[config.mk]
export PLATFORM = sky130hd
export DESIGN_NAME = mac_srst_seq
export DESIGN_NICKNAME = d
export VERILOG_FILES = /design/src/rtl/srst_pkg.sv /design/src/rtl/srst_regs.sv /design/src/rtl/srst_timer.sv /design/src/rtl/srst_fsm.sv /design/src/rtl/mac_srst_seq.sv
export SDC_FILE = /design/constraint.sdc
export NUM_CORES = 1
export LEC_CHECK = 0
export BUFFER_PORTS_ARGS = -buffer_cell sky130_fd_sc_hd__buf_4
export CAP_MARGIN = 15
export CORE_UTILIZATION = 30
export CTS_BUF_LIST = sky130_fd_sc_hd__clkbuf_8
export DETAILED_ROUTE_END_ITERATION = 12
export GPL_TIMING_DRIVEN = 0
export PLACE_DENSITY_LB_ADDON = 0.1
export SYNTH_ARGS = -nofsm -noshare
export SYNTH_HDL_FRONTEND = slang
export SYNTH_SLANG_ARGS = --single-unit
[constraint.sdc]
create_clock -name clk -period 1.6 [get_ports clk]
set_input_delay 0.16 -clock clk [delete_from_list [all_inputs] [get_ports clk]]
set_output_delay 0.16 -clock clk [all_outputs]
set_load 0.02 [all_outputs]
[src/rtl/srst_pkg.sv]
package srst_pkg;

    localparam int CMD_W  = 8;
    localparam int ADDR_W = 2;

    localparam logic [ADDR_W-1:0] A_CMD    = 2'd0;
    localparam logic [ADDR_W-1:0] A_STATUS = 2'd1;
    localparam logic [ADDR_W-1:0] A_LIMIT  = 2'd2;

    // Command word; bit 0 is rx_en.
    typedef struct packed {
        logic [3:0] spare;
        logic       stat_en;
        logic       sw_rst;
        logic       tx_en;
        logic       rx_en;
    } cmd_t;

    typedef enum logic [2:0] {
        S_IDLE,
        S_RX_DRAIN,
        S_TX_DRAIN,
        S_FIFO_DRAIN,
        S_FLUSH,
        S_STAT_CLR,
        S_FINISH
    } seq_state_t;

    // Word held as configuration: the reset bit is never stored.
    function automatic cmd_t cmd_strip(cmd_t c);
        cmd_t r;
        r = c;
        r.sw_rst = 1'b0;
        return r;
    endfunction

    // Word presented on a read: reset bit reflects the running sequence.
    function automatic cmd_t cmd_readback(cmd_t c, logic busy);
        cmd_t r;
        r = c;
        r.sw_rst = busy;
        return r;
    endfunction

endpackage

[src/rtl/srst_regs.sv]
module srst_regs
    import srst_pkg::*;
#(
    parameter int DW        = 16,
    parameter int TO_W      = 16,
    parameter int DEF_LIMIT = 1000
) (
    input  logic              clk,
    input  logic              rst,
    input  logic              wr_en,
    input  logic [ADDR_W-1:0] wr_addr,
    input  logic [DW-1:0]     wr_data,
    input  logic [ADDR_W-1:0] rd_addr,
    output logic [DW-1:0]     rd_data,
    input  logic              busy,
    input  logic              finish,
    input  logic              to_set,
    output logic              start,
    output cmd_t              live_cmd,
    output cmd_t              held_cmd,
    output logic              to_flag,
    output logic [TO_W-1:0]   limit
);

    cmd_t            live_q, pend_q, wr_cmd;
    logic            to_q;
    logic [TO_W-1:0] limit_q;
    logic            cmd_wr;

    assign wr_cmd = cmd_t'(wr_data[CMD_W-1:0]);
    assign cmd_wr = wr_en && (wr_addr == A_CMD);
    assign start  = cmd_wr && wr_cmd.sw_rst && !busy;

    always_ff @(posedge clk) begin
        if (rst) begin
            live_q  <= '0;
            pend_q  <= '0;
            to_q    <= 1'b0;
            limit_q <= TO_W'(DEF_LIMIT);
        end else begin
            if (cmd_wr) begin
                if (busy || wr_cmd.sw_rst)
                    pend_q <= cmd_strip(wr_cmd);
                else
                    live_q <= wr_cmd;
            end
            if (finish)
                live_q <= cmd_wr ? cmd_strip(wr_cmd) : pend_q;
            if (start)
                to_q <= 1'b0;
            else if (to_set)
                to_q <= 1'b1;
            if (wr_en && (wr_addr == A_LIMIT))
                limit_q <= wr_data[TO_W-1:0];
        end
    end

    always_comb begin
        rd_data = '0;
        case (rd_addr)
            A_CMD:    rd_data[CMD_W-1:0] = cmd_readback(busy ? pend_q : live_q, busy);
            A_STATUS: rd_data[0]         = to_q;
            A_LIMIT:  rd_data[TO_W-1:0]  = limit_q;
            default:  rd_data            = '0;
        endcase
    end

    assign live_cmd = live_q;
    assign held_cmd = pend_q;
    assign to_flag  = to_q;
    assign limit    = limit_q;

endmodule

[src/rtl/srst_timer.sv]
module srst_timer #(
    parameter int TO_W = 16
) (
    input  logic            clk,
    input  logic            rst,
    input  logic            run,
    input  logic [TO_W-1:0] limit,
    output logic            expired
);

    logic [TO_W-1:0] cnt_q;

    assign expired = run && (cnt_q == limit);

    always_ff @(posedge clk) begin
        if (rst || !run)
            cnt_q <= '0;
        else if (!expired)
            cnt_q <= cnt_q + TO_W'(1);
    end

endmodule

[src/rtl/srst_fsm.sv]
module srst_fsm
    import srst_pkg::*;
#(
    parameter bit HAS_FIFO = 1'b1
) (
    input  logic       clk,
    input  logic       rst,
    input  logic       start,
    input  logic       rx_in_frame,
    input  logic       tx_in_frame,
    input  logic       rx_fifo_empty,
    input  logic       stat_clr_done,
    input  logic       stat_en,
    input  logic       expired,
    output seq_state_t state,
    output logic       busy,
    output logic       finish,
    output logic       to_set,
    output logic       timer_run
);

    seq_state_t state_q, nxt, after_tx, after_flush;

    assign after_flush = stat_en ? S_STAT_CLR : S_FINISH;

    generate
        if (HAS_FIFO) begin : g_fifo
            assign after_tx = S_FIFO_DRAIN;
        end else begin : g_no_fifo
            assign after_tx = after_flush;
        end
    endgenerate

    always_comb begin
        nxt = state_q;
        case (state_q)
            S_IDLE:       if (start)          nxt = S_RX_DRAIN;
            S_RX_DRAIN:   if (!rx_in_frame)   nxt = S_TX_DRAIN;
            S_TX_DRAIN:   if (!tx_in_frame)   nxt = after_tx;
            S_FIFO_DRAIN: if (rx_fifo_empty)  nxt = S_FLUSH;
            S_FLUSH:                          nxt = after_flush;
            S_STAT_CLR:   if (stat_clr_done || expired) nxt = S_FINISH;
            S_FINISH:                         nxt = S_IDLE;
            default:                          nxt = S_IDLE;
        endcase
    end

    always_ff @(posedge clk) begin
        if (rst) state_q <= S_IDLE;
        else     state_q <= nxt;
    end

    assign state     = state_q;
    assign busy      = (state_q != S_IDLE);
    assign finish    = (state_q == S_FINISH);
    assign timer_run = (state_q == S_STAT_CLR);
    assign to_set    = timer_run && expired && !stat_clr_done;

endmodule

[src/rtl/mac_srst_seq.sv]
module mac_srst_seq
    import srst_pkg::*;
#(
    parameter int DW        = 16,
    parameter int TO_W      = 16,
    parameter int DEF_LIMIT = 1000,
    parameter bit HAS_FIFO  = 1'b1
) (
    input  logic              clk,
    input  logic              rst,
    input  logic              reg_wr_en,
    input  logic [1:0]        reg_wr_addr,
    input  logic [DW-1:0]     reg_wr_data,
    input  logic [1:0]        reg_rd_addr,
    output logic [DW-1:0]     reg_rd_data,
    input  logic              rx_in_frame,
    input  logic              tx_in_frame,
    input  logic              rx_fifo_empty,
    input  logic              stat_clr_done,
    output logic              rx_enable,
    output logic              tx_enable,
    output logic              rx_fifo_flush,
    output logic              stat_clear
);

    seq_state_t      state;
    cmd_t            live_cmd, held_cmd;
    logic            seq_start, seq_busy, seq_finish, to_set, to_flag;
    logic            timer_run, tmr_expired;
    logic [TO_W-1:0] limit;

    srst_regs #(.DW(DW), .TO_W(TO_W), .DEF_LIMIT(DEF_LIMIT)) u_regs (
        .clk      (clk),
        .rst      (rst),
        .wr_en    (reg_wr_en),
        .wr_addr  (reg_wr_addr),
        .wr_data  (reg_wr_data),
        .rd_addr  (reg_rd_addr),
        .rd_data  (reg_rd_data),
        .busy     (seq_busy),
        .finish   (seq_finish),
        .to_set   (to_set),
        .start    (seq_start),
        .live_cmd (live_cmd),
        .held_cmd (held_cmd),
        .to_flag  (to_flag),
        .limit    (limit)
    );

    srst_fsm #(.HAS_FIFO(HAS_FIFO)) u_fsm (
        .clk           (clk),
        .rst           (rst),
        .start         (seq_start),
        .rx_in_frame   (rx_in_frame),
        .tx_in_frame   (tx_in_frame),
        .rx_fifo_empty (rx_fifo_empty),
        .stat_clr_done (stat_clr_done),
        .stat_en       (held_cmd.stat_en),
        .expired       (tmr_expired),
        .state         (state),
        .busy          (seq_busy),
        .finish        (seq_finish),
        .to_set        (to_set),
        .timer_run     (timer_run)
    );

    srst_timer #(.TO_W(TO_W)) u_timer (
        .clk     (clk),
        .rst     (rst),
        .run     (timer_run),
        .limit   (limit),
        .expired (tmr_expired)
    );

    assign rx_enable     = live_cmd.rx_en && (state == S_IDLE);
    assign tx_enable     = live_cmd.tx_en && ((state == S_IDLE) || (state == S_RX_DRAIN));
    assign rx_fifo_flush = (state == S_FLUSH);
    assign stat_clear    = (state == S_STAT_CLR);

endmodule

# == Yosys cells after proc, flatten, opt, wreduce, memory -nomap -nowiden ==
# Cells that the tools add are included.
# word_totals
regBits,51
inputBits,27
out_inout_bits,20
word_cells,70
# classes
addsub,1
eq_ne,16
mux,15
reduce_logical,25
# op_table
cell,n
two-way mux 8 bit,6
case mux 3 bit (6 select lines),1
adder 16 x 1 -> 16 bit (second input constant),1
equality test 16 bit,1
two-way mux 3 bit,5
case mux 7 bit (2 select lines),1
inequality test 2 bit (second input constant),6
equality test 3 bit (second input constant),3
logical AND 1 bit,9
equality test 3 x 2 -> 1 bit (second input constant),2
AND reduction 5 bit,1
equality test 2 bit (second input constant),2
zero test 2 bit,2
logical OR 1 bit,4
AND reduction 2 bit,2
equality test 3 x 1 -> 1 bit (second input constant),1
zero test 1 bit,3
zero test 3 bit,1
case mux 1 bit (3 select lines),1
nonzero test 3 bit,1
equality test 2 x 1 -> 1 bit (second input constant),1
two-way mux 2 bit,1
nonzero test 2 bit,1
OR reduction 2 bit,1

# == Logic depth before layout (Yosys ltp) ==
# Gate-level depths: netlist of run 1.
# logic_depth
ltp_word,6
ltp_mapped,8
ltp_nobuf,6

# == Hierarchy ==
# A second synthesis of run 1 with hierarchy kept.
# unflattened
hier_cells,329
hier_area_um2,2786.4
# by_module_without_submodules
mod,instances,cells_each,area_each_um2,seq_area_each_um2
srst_regs,1,182,1521.5,640.6
srst_timer,1,110,955.9,320.3
srst_fsm,1,33,269.0,60.1
mac_srst_seq,1,4,40.0,0.0

# == Least setup slack after synthesis of run 1 ==
# OpenSTA, ideal clock, no wires.
# synth_timing
kind,reg2out
start,register u_fsm.state_q[0] (netlist: u_fsm.state[0])
end,output reg_rd_data[1]
t_arrival_ns,1.584
required_time_ns,1.440
setup_slack_ns,-0.144
stages_incl_launch_ff,8
path_buffers,2
path_cell_list,dfxtp_1 > clkbuf_1 > nor3_1 > buf_2 > mux2i_1 > nor2_1 > a21oi_1 > nor2_1
# synth_between
elab_chain_cells,3
# synth_rtl
item,line_no,source
"start, declared",srst_fsm.sv:22,"seq_state_t state_q, nxt, after_tx, after_flush;"
"start signal, assigned",srst_fsm.sv:50,else state_q <= nxt;
nonzero test 3 bit,srst_fsm.sv:54,assign busy = (state_q != S_IDLE);
two-way mux 8 bit,srst_regs.sv:61,"A_CMD: rd_data[CMD_W-1:0] = cmd_readback(busy ? pend_q : live_q, busy);"
case mux 7 bit (2 select lines),srst_regs.sv:60,case (rd_addr)
"end, declared",mac_srst_seq.sv:15,"output logic [DW-1:0] reg_rd_data,"
# No other way between the ends.

# == Worst setup path in the final report of run 1 ==
# Ends and elaborated chain as after synthesis.

==> parameters.txt, run 1 <==
Parameter                              Value

GRT
  Number of global-route vias before repair    2,507
  Antenna violations before repair    0
  First-pass GRT wire length    12.9 mm
  Final global-route overflow total    0
  Aggregate global-route resource usage    18.5%
  Maximum number of pins on one net before global-route repair    16

Synthesis
  Yosys reg bits    50
  Synthesized area    0.00265 mm^2
  Count of yosys warnings during synthesis    0
  Post-Syn Instances    326
  Register area share after synthesis    37.8%
  Number of distinct library cell variants in the gate-level netlist after synthesis    40
  Mean Syn Cell Area    8.13 um^2
  Synthesized Nets    354

Cells and area
  Number of nets in the finished design    432
  Number of inserted filler cells in the final layout    863
  Final design instance area without fill    0.00382 mm^2
  Leading cell type in the layout, fill and taps excluded    buf_4
  Commonest cells after routing, fill and taps aside    58 x buf_4, 45 x nand2_1, 37 x nor2_1
  Area growth from synthesis to final layout    44.2%
  Fraction of final layout cells sized beyond drive strength 1    41.7%
  Antenna cells    0

Floorplan
  Die outline area    0.00921 mm^2
  Rows    33
  Die Y    96.0 um
  Core area    0.00838 mm^2
  Die X-Extent    96.0 um
  Initial Util    31.6%
  Boundary pin count    47

Worst setup path
  Critical path required time    1.44 ns
  Cell Chain, Critical Path    buf_8, nor3_4, buf_6, mux2i_1, nor2_1, a21oi_2, nor2_2, buf_6
  Delay of the slowest cell on the worst path    0.35 ns
  Kind of start point of the critical path    flip-flop
  Critical setup path kind    reg2out
  Slowest stage cell on the critical path    dfxtp_2
  Critical path data arrival time    1.73 ns
  Slack of the worst reg-to-reg path    -0.22 ns
  Endpoint type of the worst setup path    output port
  Buf/Inv on CP    3
  Cell repeated most along the worst path    buf_6
  Top Family by Delay on Critical Path    buffers and inverters
  Maximum fanout along the worst path    5

Run
  Reported max-cap violation count    0

Outcome
  Run status    complete, but fails checks
  Violations in the final reports    negative setup slack

STA
  Final worst slack    -0.290 ns
  Period utilization    118%
  Actual transition at the worst max-transition pin    0.553 ns
  Number of hold violations in the final report    0
  Highest clock rate    0.529 GHz
  Headroom to the max-slew limit    63.1%
  Number of setup violations in the final report    27
  Final worst path period need    1.89 ns
  Setup clock skew after layout    0.00832 ns
  Number of max-slew violations in the final report    0
  Unrepaired setup endpoints after global routing    true
  Worst slack on hold paths    0.0707 ns

Clock network
  Root Buffer    clkbuf_8
  Number of CTS-inserted buffers    5
  Number of H-tree levels    2
  Number of clock sinks    50
  CTS clk-pin slew, worst paths    0.10 ns
  Max clock buf depth    2
  Clock insertion delay at the later pin of the skew report    0.30 ns
  Clock tree from TritonCTS    yes

Routing
  Remaining antenna violation count after routing    0
  Avg WL per Cell    15.9 um
  Via density per instance    5.13
  DRC violation count after routing    0
  Via count    2,615
  Detailed-router iteration count before antenna repair    4
  Final wirelength    8.10 mm
  Initial drt markers    80

Placed design
  Routability cong.    0.761
  Total placed instance area    0.00314 mm^2
  Post-detailed-placement half-perimeter wirelength    5.44 mm
  # port buffers    45

Power
  Peak supply drop    0.313 mV
  Cell leakage power    1.47 nW
  Total power draw    3.12 mW
  Power density of the placed cells    817 mW/mm^2

Min path
  Path class of the lowest-slack min-delay path    in2reg
==> cell usage after synthesis <==
master | n | area share [%]
a21oi_1 | 31 | 5.9
ha_1 | 1 | 0.47
nand3b_1 | 7 | 2.0
buf_2 | 5 | 0.94
nor4bb_1 | 1 | 0.38
buf_1 | 1 | 0.14
o31ai_1 | 1 | 0.28
a21boi_0 | 2 | 0.57
or3_1 | 4 | 0.94
nand4b_1 | 1 | 0.33
a311oi_2 | 1 | 0.57
and3b_1 | 1 | 0.33
and4_1 | 1 | 0.33
a21oi_2 | 1 | 0.33
nor3b_1 | 3 | 0.85
a2bb2oi_1 | 1 | 0.33
a22oi_1 | 2 | 0.57
nand2b_1 | 3 | 0.71
dfxtp_1 | 50 | 38
o22ai_1 | 1 | 0.24
nor3_1 | 2 | 0.38
clkinv_1 | 1 | 0.14
a211o_1 | 1 | 0.33
xnor2_1 | 21 | 6.9
nor4_4 | 1 | 0.80
mux2i_1 | 24 | 9.1
nor2_1 | 44 | 6.2
buf_6 | 2 | 0.85
and3_1 | 4 | 0.94
nand2_1 | 45 | 6.4
xor2_1 | 1 | 0.33
a211oi_1 | 10 | 2.8
and2_1 | 11 | 2.6
o21ai_0 | 5 | 0.94
nand3_1 | 3 | 0.57
inv_1 | 4 | 0.57
a31o_2 | 6 | 2.0
nand4_1 | 7 | 1.7
nor2b_1 | 3 | 0.71
clkbuf_1 | 13 | 1.8
==> per-stage QoR <==
| step | instances | setup WS (ns) | util [%] | setup TNS (ns) |
|---|---|---|---|---|
| after global placement | 476 | -0.476 | 37.5 | -12.52 |
| after detailed placement | 476 | -0.482 | 37.5 | -11.85 |
| after global routing | 510 | -0.403 | 45.6 | -7.92 |
| final | 510 | -0.290 | 45.6 | -4.54 |
| after floorplan | 326 | -0.0821 | - | -0.759 |
| after CTS | 508 | -0.338 | 43.8 | -4.29 |
==> registers in the layout (all words and copies together), names as in the netlist <==
register and flops:
u_regs.live_cmd 7, u_timer.cnt_q 16, u_regs.limit 16, u_fsm.state 3, u_regs.to_flag 1, u_regs.held_cmd 7
==> worst reg2reg max path, cell delays in order (launching register included) <==
cell and delay, ns:
dfxtp_4 0.37, xnor2_2 0.16, nand4_1 0.17, nor4_4 0.29, buf_4 0.19, and2_4 0.16, buf_6 0.13, mux2i_1 0.19
nor2_1 0.05
==> logic make-up after synthesis <==
kind of cell / Yosys count / share of synthesized area, %
xor gates and xnor gates: 22 / 7.27
muxes: 24 / 9.07
AOI/OAI and AO/OA: 62 / 14.8
buffers and inverters: 26 / 4.48
adders and majority gates: 1 / 0.472
DFF: 50 / 37.8
and+or+nand+nor: 141 / 26.1
==> cell type report <==
| type | count | area [um^2] | share of cell area (%) |
|---|---|---|---|
| plain buffers | 21 | 141 | 3.70 |
| clock buffers | 5 | 68.8 | 1.80 |
| clock inverters | 3 | 41.3 | 1.08 |
| inverters | 5 | 23.8 | 0.622 |
| multi-input cells | 250 | 1780 | 46.6 |
| flip-flops and latches | 50 | 1040 | 27.3 |
| well taps | 105 | 131 | 3.44 |
| repair buffers | 71 | 589 | 15.4 |
==> repair_timing <==
action,in CTS,in global routing
cloned,3,0
hold buffers,0,0
setup buffers,22,5
resized for setup,79,39
setup endpoints to repair,43,44
pin swaps,25,13
==> metal layers <==
layer	track usage (%)	vias to the layer above	share of wire, %
met1	24.6	1287	47
met5	0	-	0
met4	3.61	0	0.84
met3	2.92	6	3.2
li1	-	1276	-
met2	31.6	46	49
==> power by group <==
part / leakage (nW) / switching [mW] / total (mW) / internal, mW
Sequential: 0.417 / 0.0516 / 1.34 / 1.29
Combinational: 0.996 / 0.419 / 0.879 / 0.460
Clock: 0.0556 / 0.441 / 0.902 / 0.461
==> worst paths after layout <==
check / from / endpoint / cells after the start
worst max-delay path: u_fsm.state[0] / reg_rd_data[1] / 8
worst min-delay path: reg_wr_data[9] / u_regs.limit[9] / 3
worst max register to register: u_timer.cnt_q[14] / u_timer.cnt_q[1] / 8
worst min register to register: u_regs.limit[10] / u_regs.limit[10] / 2
(Power assumes the default switching activity.)
==> run 2, diff against run 1 <==
Settings changed: CELL_PAD_IN_SITES_DETAIL_PLACEMENT set to 1, CELL_PAD_IN_SITES_GLOBAL_PLACEMENT set to 1.
==> parameters.txt, run 2 (synthesis gave the netlist of run 1 again) <==
Parameter                              Value

GRT
  Aggregate global-route resource usage    19.8% (+1.3 points)
  First-pass GRT wire length    13.8 mm (+6.9%)
  Antenna violations before repair    0 (unchanged)
  Number of global-route vias before repair    2,697 (+7.6%)
  Maximum number of pins on one net before global-route repair    17 (+1)
  Final global-route overflow total    0 (unchanged)

Floorplan
  Rows    33 (unchanged)
  Die outline area    0.00921 mm^2 (unchanged)
  Initial Util    31.6% (unchanged)
  Die Y    96.0 um (unchanged)
  Core area    0.00838 mm^2 (unchanged)
  Die X-Extent    96.0 um (unchanged)
  Boundary pin count    47 (unchanged)

STA
  Number of max-slew violations in the final report    0 (unchanged)
  Headroom to the max-slew limit    57.7% (-5.4 points)
  Sum of negative setup slack    -5.65 ns (-1.12 ns)
  Final worst slack    -0.315 ns (-0.0249 ns)
  Number of setup violations in the final report    28 (+3.7%)
  Period utilization    120% (+1.6 points)
  Highest clock rate    0.522 GHz (-1.3%)
  Actual transition at the worst max-transition pin    0.635 ns (+0.0817 ns)
  Final worst path period need    1.92 ns (+0.0249 ns)
  Unrepaired setup endpoints after global routing    true
  Number of hold violations in the final report    0 (unchanged)
  Setup clock skew after layout    0.00851 ns (+0.000193 ns)

Run
  Reported max-cap violation count    0 (unchanged)

Placed design
  # port buffers    45 (unchanged)
  Total placed instance area    0.00314 mm^2 (unchanged)
  Setup WS pre-CTS    -0.511 ns (-0.0289 ns)
  Routability cong.    0.784 (+3.1%)
  Post-detailed-placement half-perimeter wirelength    5.83 mm (+7.2%)
  Placed instance count    476 (unchanged)

Clock network
  Max clock buf depth    2 (unchanged)
  Clock insertion delay at the later pin of the skew report    0.31 ns (about the same)
  Number of clock sinks    50 (unchanged)
  CTS clk-pin slew, worst paths    0.10 ns (about the same)
  Clock tree from TritonCTS    yes
  Number of H-tree levels    2 (unchanged)
  Hold bufs inserted after CTS    0 (unchanged)
  Number of CTS-inserted buffers    5 (unchanged)
  Root Buffer    clkbuf_8

Cells and area
  Final Instance Count excl. Fillers    506 (-0.78%)
  Fraction of final layout cells sized beyond drive strength 1    42.1% (+0.42 points)
  Fraction of the core area covered by cells at the end of the flow    45.7% (+0.13 points)
  Commonest cells after routing, fill and taps aside    51 x buf_4, 44 x nand2_1, 37 x nor2_1
  Final design instance area without fill    0.00383 mm^2 (+0.29%)
  Leading cell type in the layout, fill and taps excluded    buf_4
  Antenna cells    0 (unchanged)
  Number of nets in the finished design    428 (-0.93%)
  Area growth from synthesis to final layout    44.6%

Routing
  Avg WL per Cell    16.7 um (+5.4%)
  Via count    2,543 (-2.8%)
  Initial drt markers    46 (-43%)
  DRC violation count after routing    0 (unchanged)
  Via density per instance    5.03 (-2.0%)
  Remaining antenna violation count after routing    0 (unchanged)
  Final wirelength    8.47 mm (+4.6%)
  Detailed-router iteration count before antenna repair    4 (unchanged)

Worst setup path
  Top Family by Delay on Critical Path    buffers and inverters
  Maximum fanout along the worst path    8 (+3)
  Endpoint type of the worst setup path    output port
  Critical path data arrival time    1.76 ns (+0.03 ns)
  Cell repeated most along the worst path    buf_4
  Slack of the worst reg-to-reg path    -0.26 ns (-0.04 ns)
  Kind of start point of the critical path    flip-flop
  Critical setup path kind    reg2out
  Critical path required time    1.44 ns (about the same)
  Cell Chain, Critical Path    buf_8, nor3_4, buf_6, buf_4, buf_4, nor2_1, a21oi_1, nor2_1, buf_4
  Buf/Inv on CP    5 (+2)
  Delay of the slowest cell on the worst path    0.34 ns (about the same)
  Slowest stage cell on the critical path    dfxtp_2

Power
  Peak supply drop    0.380 mV (+22%)
  Cell leakage power    1.46 nW (-0.73%)
  Power density of the placed cells    799 mW/mm^2 (-2.2%)

Outcome
  Violations in the final reports    negative setup slack
  Run status    complete, but fails checks

Min path
  Path class of the lowest-slack min-delay path    in2reg
[run 2: cell count changes in the layout (fill, tap and decap cells not counted), moves of 2 or more]
cell and delta:
dfxtp_4 +5, buf_4 -7, dfxtp_1 -4, xnor2_2 +3, a211oi_4 +2, a211oi_2 -3
clkbuf_4 +2, xnor2_1 -3
[run 2: power by group]
| group | internal [mW] | switching, mW |
|---|---|---|
| registers | 1.28 | 0.0525 |
| logic | 0.476 | 0.428 |
| clock network | 0.357 | 0.464 |
[run 2: area by class of cell]
type                       instances  area (um^2)
timing repair buffer              67          576
tap                              105          131
sequential                        50         1060
clock inverter                     2         16.3
clock buffer                       6         82.6
multi-input combinational        250         1800
fill                             990         4550
buffer                            21          140
inverter                           5         23.8
[run 2: path summary, 6_finish.rpt]
kind                                       start                to  depth (start not counted)
worst max-delay path              u_fsm.state[0]    reg_rd_data[2]                          9
worst min-delay path              reg_wr_data[8]   u_regs.limit[8]                          3
worst max register to register  u_timer.cnt_q[8]  u_timer.cnt_q[1]                          8
worst min register to register  u_regs.limit[15]  u_regs.limit[15]                          2
[run 2: metrics by stage]
step	hold WS (ns)	total power, mW
6_report	0.0550	3.06
5_1_grt	0.0698	3.21
4_1_cts	0.0490	3.07
3_5_place_dp	0.385	1.97
3_3_place_gp	0.384	1.97
2_1_floorplan	0.272	1.76
[run 2: worst reg2reg max path: cells and delay by family, from the launching register on]
family | cells | cell delay (ns)
AND/OR/NAND/NOR | 4 | 0.72
multiplexers | 1 | 0.18
buffers and inverters | 2 | 0.28
flip-flops | 1 | 0.38
XOR/XNOR | 1 | 0.16
[run 2: layer usage]
metal,routed length [um],GRT usage [%],part of all wire [%]
met3,206,3.00,2.4
met5,0,0,0
met1,4110,26.2,48
met2,4080,33.3,48
met4,72,5.35,0.85
[run 2: timing repair]
item,4_1_cts,5_1_grt
hold endpoints to repair,0,0
resized for setup,81,45
setup buffers,17,7
endpoints found under the setup margin,43,37
pin swaps,16,19
cloned,2,0
==> run 3, diff against run 2 <==
==> constraint.sdc (replaced) <==
create_clock -name clk -period 1.6 [get_ports clk]
set_input_delay 0.16 -clock clk [delete_from_list [all_inputs] [get_ports clk]]
set_output_delay 0.16 -clock clk [all_outputs]
set_load 0.01 [all_outputs]
==> parameters.txt, run 3 (synthesis gave the netlist of run 1 again) <==
Parameter                              Value

Outcome
  Run status    complete, but fails checks
  Violations in the final reports    negative setup slack

Cells and area
  Leading cell type in the layout, fill and taps excluded    buf_4
  Fraction of the core area covered by cells at the end of the flow    45.6% (-0.10 points)
  Area growth from synthesis to final layout    44.3%
  Fraction of final layout cells sized beyond drive strength 1    41.8% (-0.34 points)
  Number of nets in the finished design    436 (+1.9%)
  Sequential cell area    0.00107 mm^2 (+0.35%)
  Commonest cells after routing, fill and taps aside    68 x buf_4, 44 x nand2_1, 42 x nor2_1
  Number of inserted filler cells in the final layout    1,016 (+2.6%)
  Combined area of the multi-input logic cells    0.00177 mm^2 (-1.5%)
  Antenna cells    0 (unchanged)

Routing
  DRC violation count after routing    0 (unchanged)
  Via density per instance    5.05 (+0.53%)
  Initial drt markers    36 (-22%)
  Final wirelength    8.65 mm (+2.1%)
  Remaining antenna violation count after routing    0 (unchanged)
  Via count    2,597 (+2.1%)
  Detailed-router iteration count before antenna repair    4 (unchanged)
  Avg WL per Cell    16.8 um (+0.54%)

STA
  Number of max-slew violations in the final report    0 (unchanged)
  Final worst slack    -0.296 ns (+0.0190 ns)
  Actual transition at the worst max-transition pin    0.592 ns (-0.0430 ns)
  Period utilization    119% (-1.2 points)
  Number of setup violations in the final report    29 (+3.6%)
  Setup clock skew after layout    0.00568 ns (-0.00283 ns)
  Worst slack on hold paths    0.0685 ns (+0.0135 ns)
  Unrepaired setup endpoints after global routing    true
  Final worst path period need    1.90 ns (-0.0190 ns)
  Highest clock rate    0.527 GHz (+1.0%)
  Headroom to the max-slew limit    60.5% (+2.9 points)
  Number of hold violations in the final report    0 (unchanged)

Run
  Reported max-cap violation count    0 (unchanged)

Floorplan
  Die X-Extent    96.0 um (unchanged)
  Rows    33 (unchanged)
  Die outline area    0.00921 mm^2 (unchanged)
  Core area    0.00838 mm^2 (unchanged)
  Boundary pin count    47 (unchanged)
  Die Y    96.0 um (unchanged)
  Initial Util    31.6% (unchanged)

Clock network
  Max clock buf depth    2 (unchanged)
  Clock tree from TritonCTS    yes
  Number of clock sinks    50 (unchanged)
  Clock insertion delay at the later pin of the skew report    0.30 ns (about the same)
  Number of H-tree levels    2 (unchanged)
  CTS clk-pin slew, worst paths    0.09 ns (about the same)
  Root Buffer    clkbuf_8
  Number of CTS-inserted buffers    5 (unchanged)

GRT
  Antenna violations before repair    0 (unchanged)
  Number of global-route vias before repair    2,522 (-6.5%)
  Final global-route overflow total    0 (unchanged)
  First-pass GRT wire length    13.3 mm (-3.6%)
  Aggregate global-route resource usage    19.3% (-0.52 points)
  Maximum number of pins on one net before global-route repair    17 (unchanged)

Worst setup path
  Critical Path Stages    8 (-1)
  Buf/Inv on CP    3 (-2)
  Maximum fanout along the worst path    8 (unchanged)
  Startpoint of the worst register-to-register path    u_fsm.state[0]
  Cells on worst reg2reg path    10 (+2)
  Reg2Reg Capture Point    u_timer.cnt_q[9]
  Slack of the worst reg-to-reg path    -0.21 ns (+0.05 ns)
  Endpoint type of the worst setup path    output port
  Cell Chain, Critical Path    buf_8, nor3_4, buf_6, mux2i_4, nor2_2, a21oi_2, nor2_1, buf_4
  Delay of the slowest cell on the worst path    0.34 ns (about the same)
  Top Family by Delay on Critical Path    buffers and inverters
  Worst setup path start    u_fsm.state[0]
  Critical setup path kind    reg2out
  Critical path data arrival time    1.74 ns (-0.02 ns)
  Kind of start point of the critical path    flip-flop
  Critical path destination    reg_rd_data[3]
  Critical path required time    1.44 ns (about the same)
  Slowest stage cell on the critical path    dfxtp_2

Power
  Sequential fraction of design power    45.0% (+1.4 points)
  Clock Power Share    25.6% (-1.2 points)
  Combinational share of power    29.4% (about the same)
  Power dissipated by switching net loads    905 uW (-4.2%)
  Sw Share    30.5% (-0.33 points)
  Peak supply drop    0.484 mV (+27%)
  Cell leakage power    1.49 nW (+2.0%)
  Cell internal pwr    2.06 mW (-2.7%)
  Power density of the placed cells    775 mW/mm^2 (-3.0%)

Placed design
  Post-detailed-placement half-perimeter wirelength    5.90 mm (+1.2%)
  Routability cong.    0.768 (-2.1%)
  # port buffers    45 (unchanged)
  Setup WS pre-CTS    -0.497 ns (+0.0141 ns)

Min path
  Path class of the lowest-slack min-delay path    in2reg
  Cell depth of the worst min-delay path    3 (unchanged)
run 3: metrics by stage:
step	total power [mW]	area (um^2)	setup TNS, ns	cells
4_1_cts	2.89	3590	-3.94	500
3_5_place_dp	1.95	3130	-12.22	476
2_1_floorplan	1.74	2660	-0.455	326
6_report	2.96	3820	-5.02	514
3_3_place_gp	1.95	3130	-11.11	476
5_1_grt	3.11	3820	-7.79	514
run 3: worst register-to-register path: stages, from the launching register on:
cell	delay, ns
dfxtp_2	0.34
buf_4	0.13
buf_4	0.13
nor2b_2	0.16
nand2_2	0.10
clkinv_4	0.06
buf_4	0.16
a21oi_4	0.21
buf_6	0.16
a21oi_2	0.05
a31o_2	0.21
run 3: layout make-up:
class,count,share of cell area [%]
Buffer,21,3.70
Clock buffer,5,1.80
Clock inverter,3,0.556
Inverter,5,0.622
Multi-Input combinational cell,250,46.4
Sequential cell,50,27.9
Tap cell,105,3.44
Timing Repair Buffer,75,15.6
run 3: routing by layer:
metal / global-route usage [%] / vias up / part of all wire, %
met4: 4.48 / 0 / 1.1
li1: - / 1283 / -
met5: 0 / - / 0
met2: 32.3 / 41 / 49
met1: 25.9 / 1265 / 47
met3: 2.76 / 8 / 2.9
run 3: power by group through the flow:
stage | combinational [mW] | sequential [mW] | clock, mW
4_1_cts | 0.757 | 1.33 | 0.794
3_5_place_dp | 0.585 | 1.37 | 0
5_1_grt | 0.940 | 1.34 | 0.830
3_3_place_gp | 0.586 | 1.36 | 0
2_1_floorplan | 0.391 | 1.35 | 0
6_report | 0.871 | 1.33 | 0.759
run 3: timing repair:
| action | in CTS | in global routing |
|---|---|---|
| setup endpoints to repair | 44 | 37 |
| buffers inserted | 14 | 15 |
| hold buffers | 0 | 0 |
| pin swaps | 16 | 19 |
| cloned | 2 | 0 |
| gates resized for setup | 77 | 41 |
run 3: worst min-delay path by stage:
stage / startpoint / end / slack, ns
detailed placement: reg_wr_data[9] / u_regs.limit[9] / 0.38
floorplan: reg_wr_data[2] / u_regs.to_flag / 0.27
finish: reg_wr_data[8] / u_regs.limit[8] / 0.07
CTS: reg_wr_data[9] / u_regs.limit[9] / 0.06
global placement: reg_wr_data[8] / u_regs.limit[8] / 0.37
global route: reg_wr_data[8] / u_regs.limit[8] / 0.08
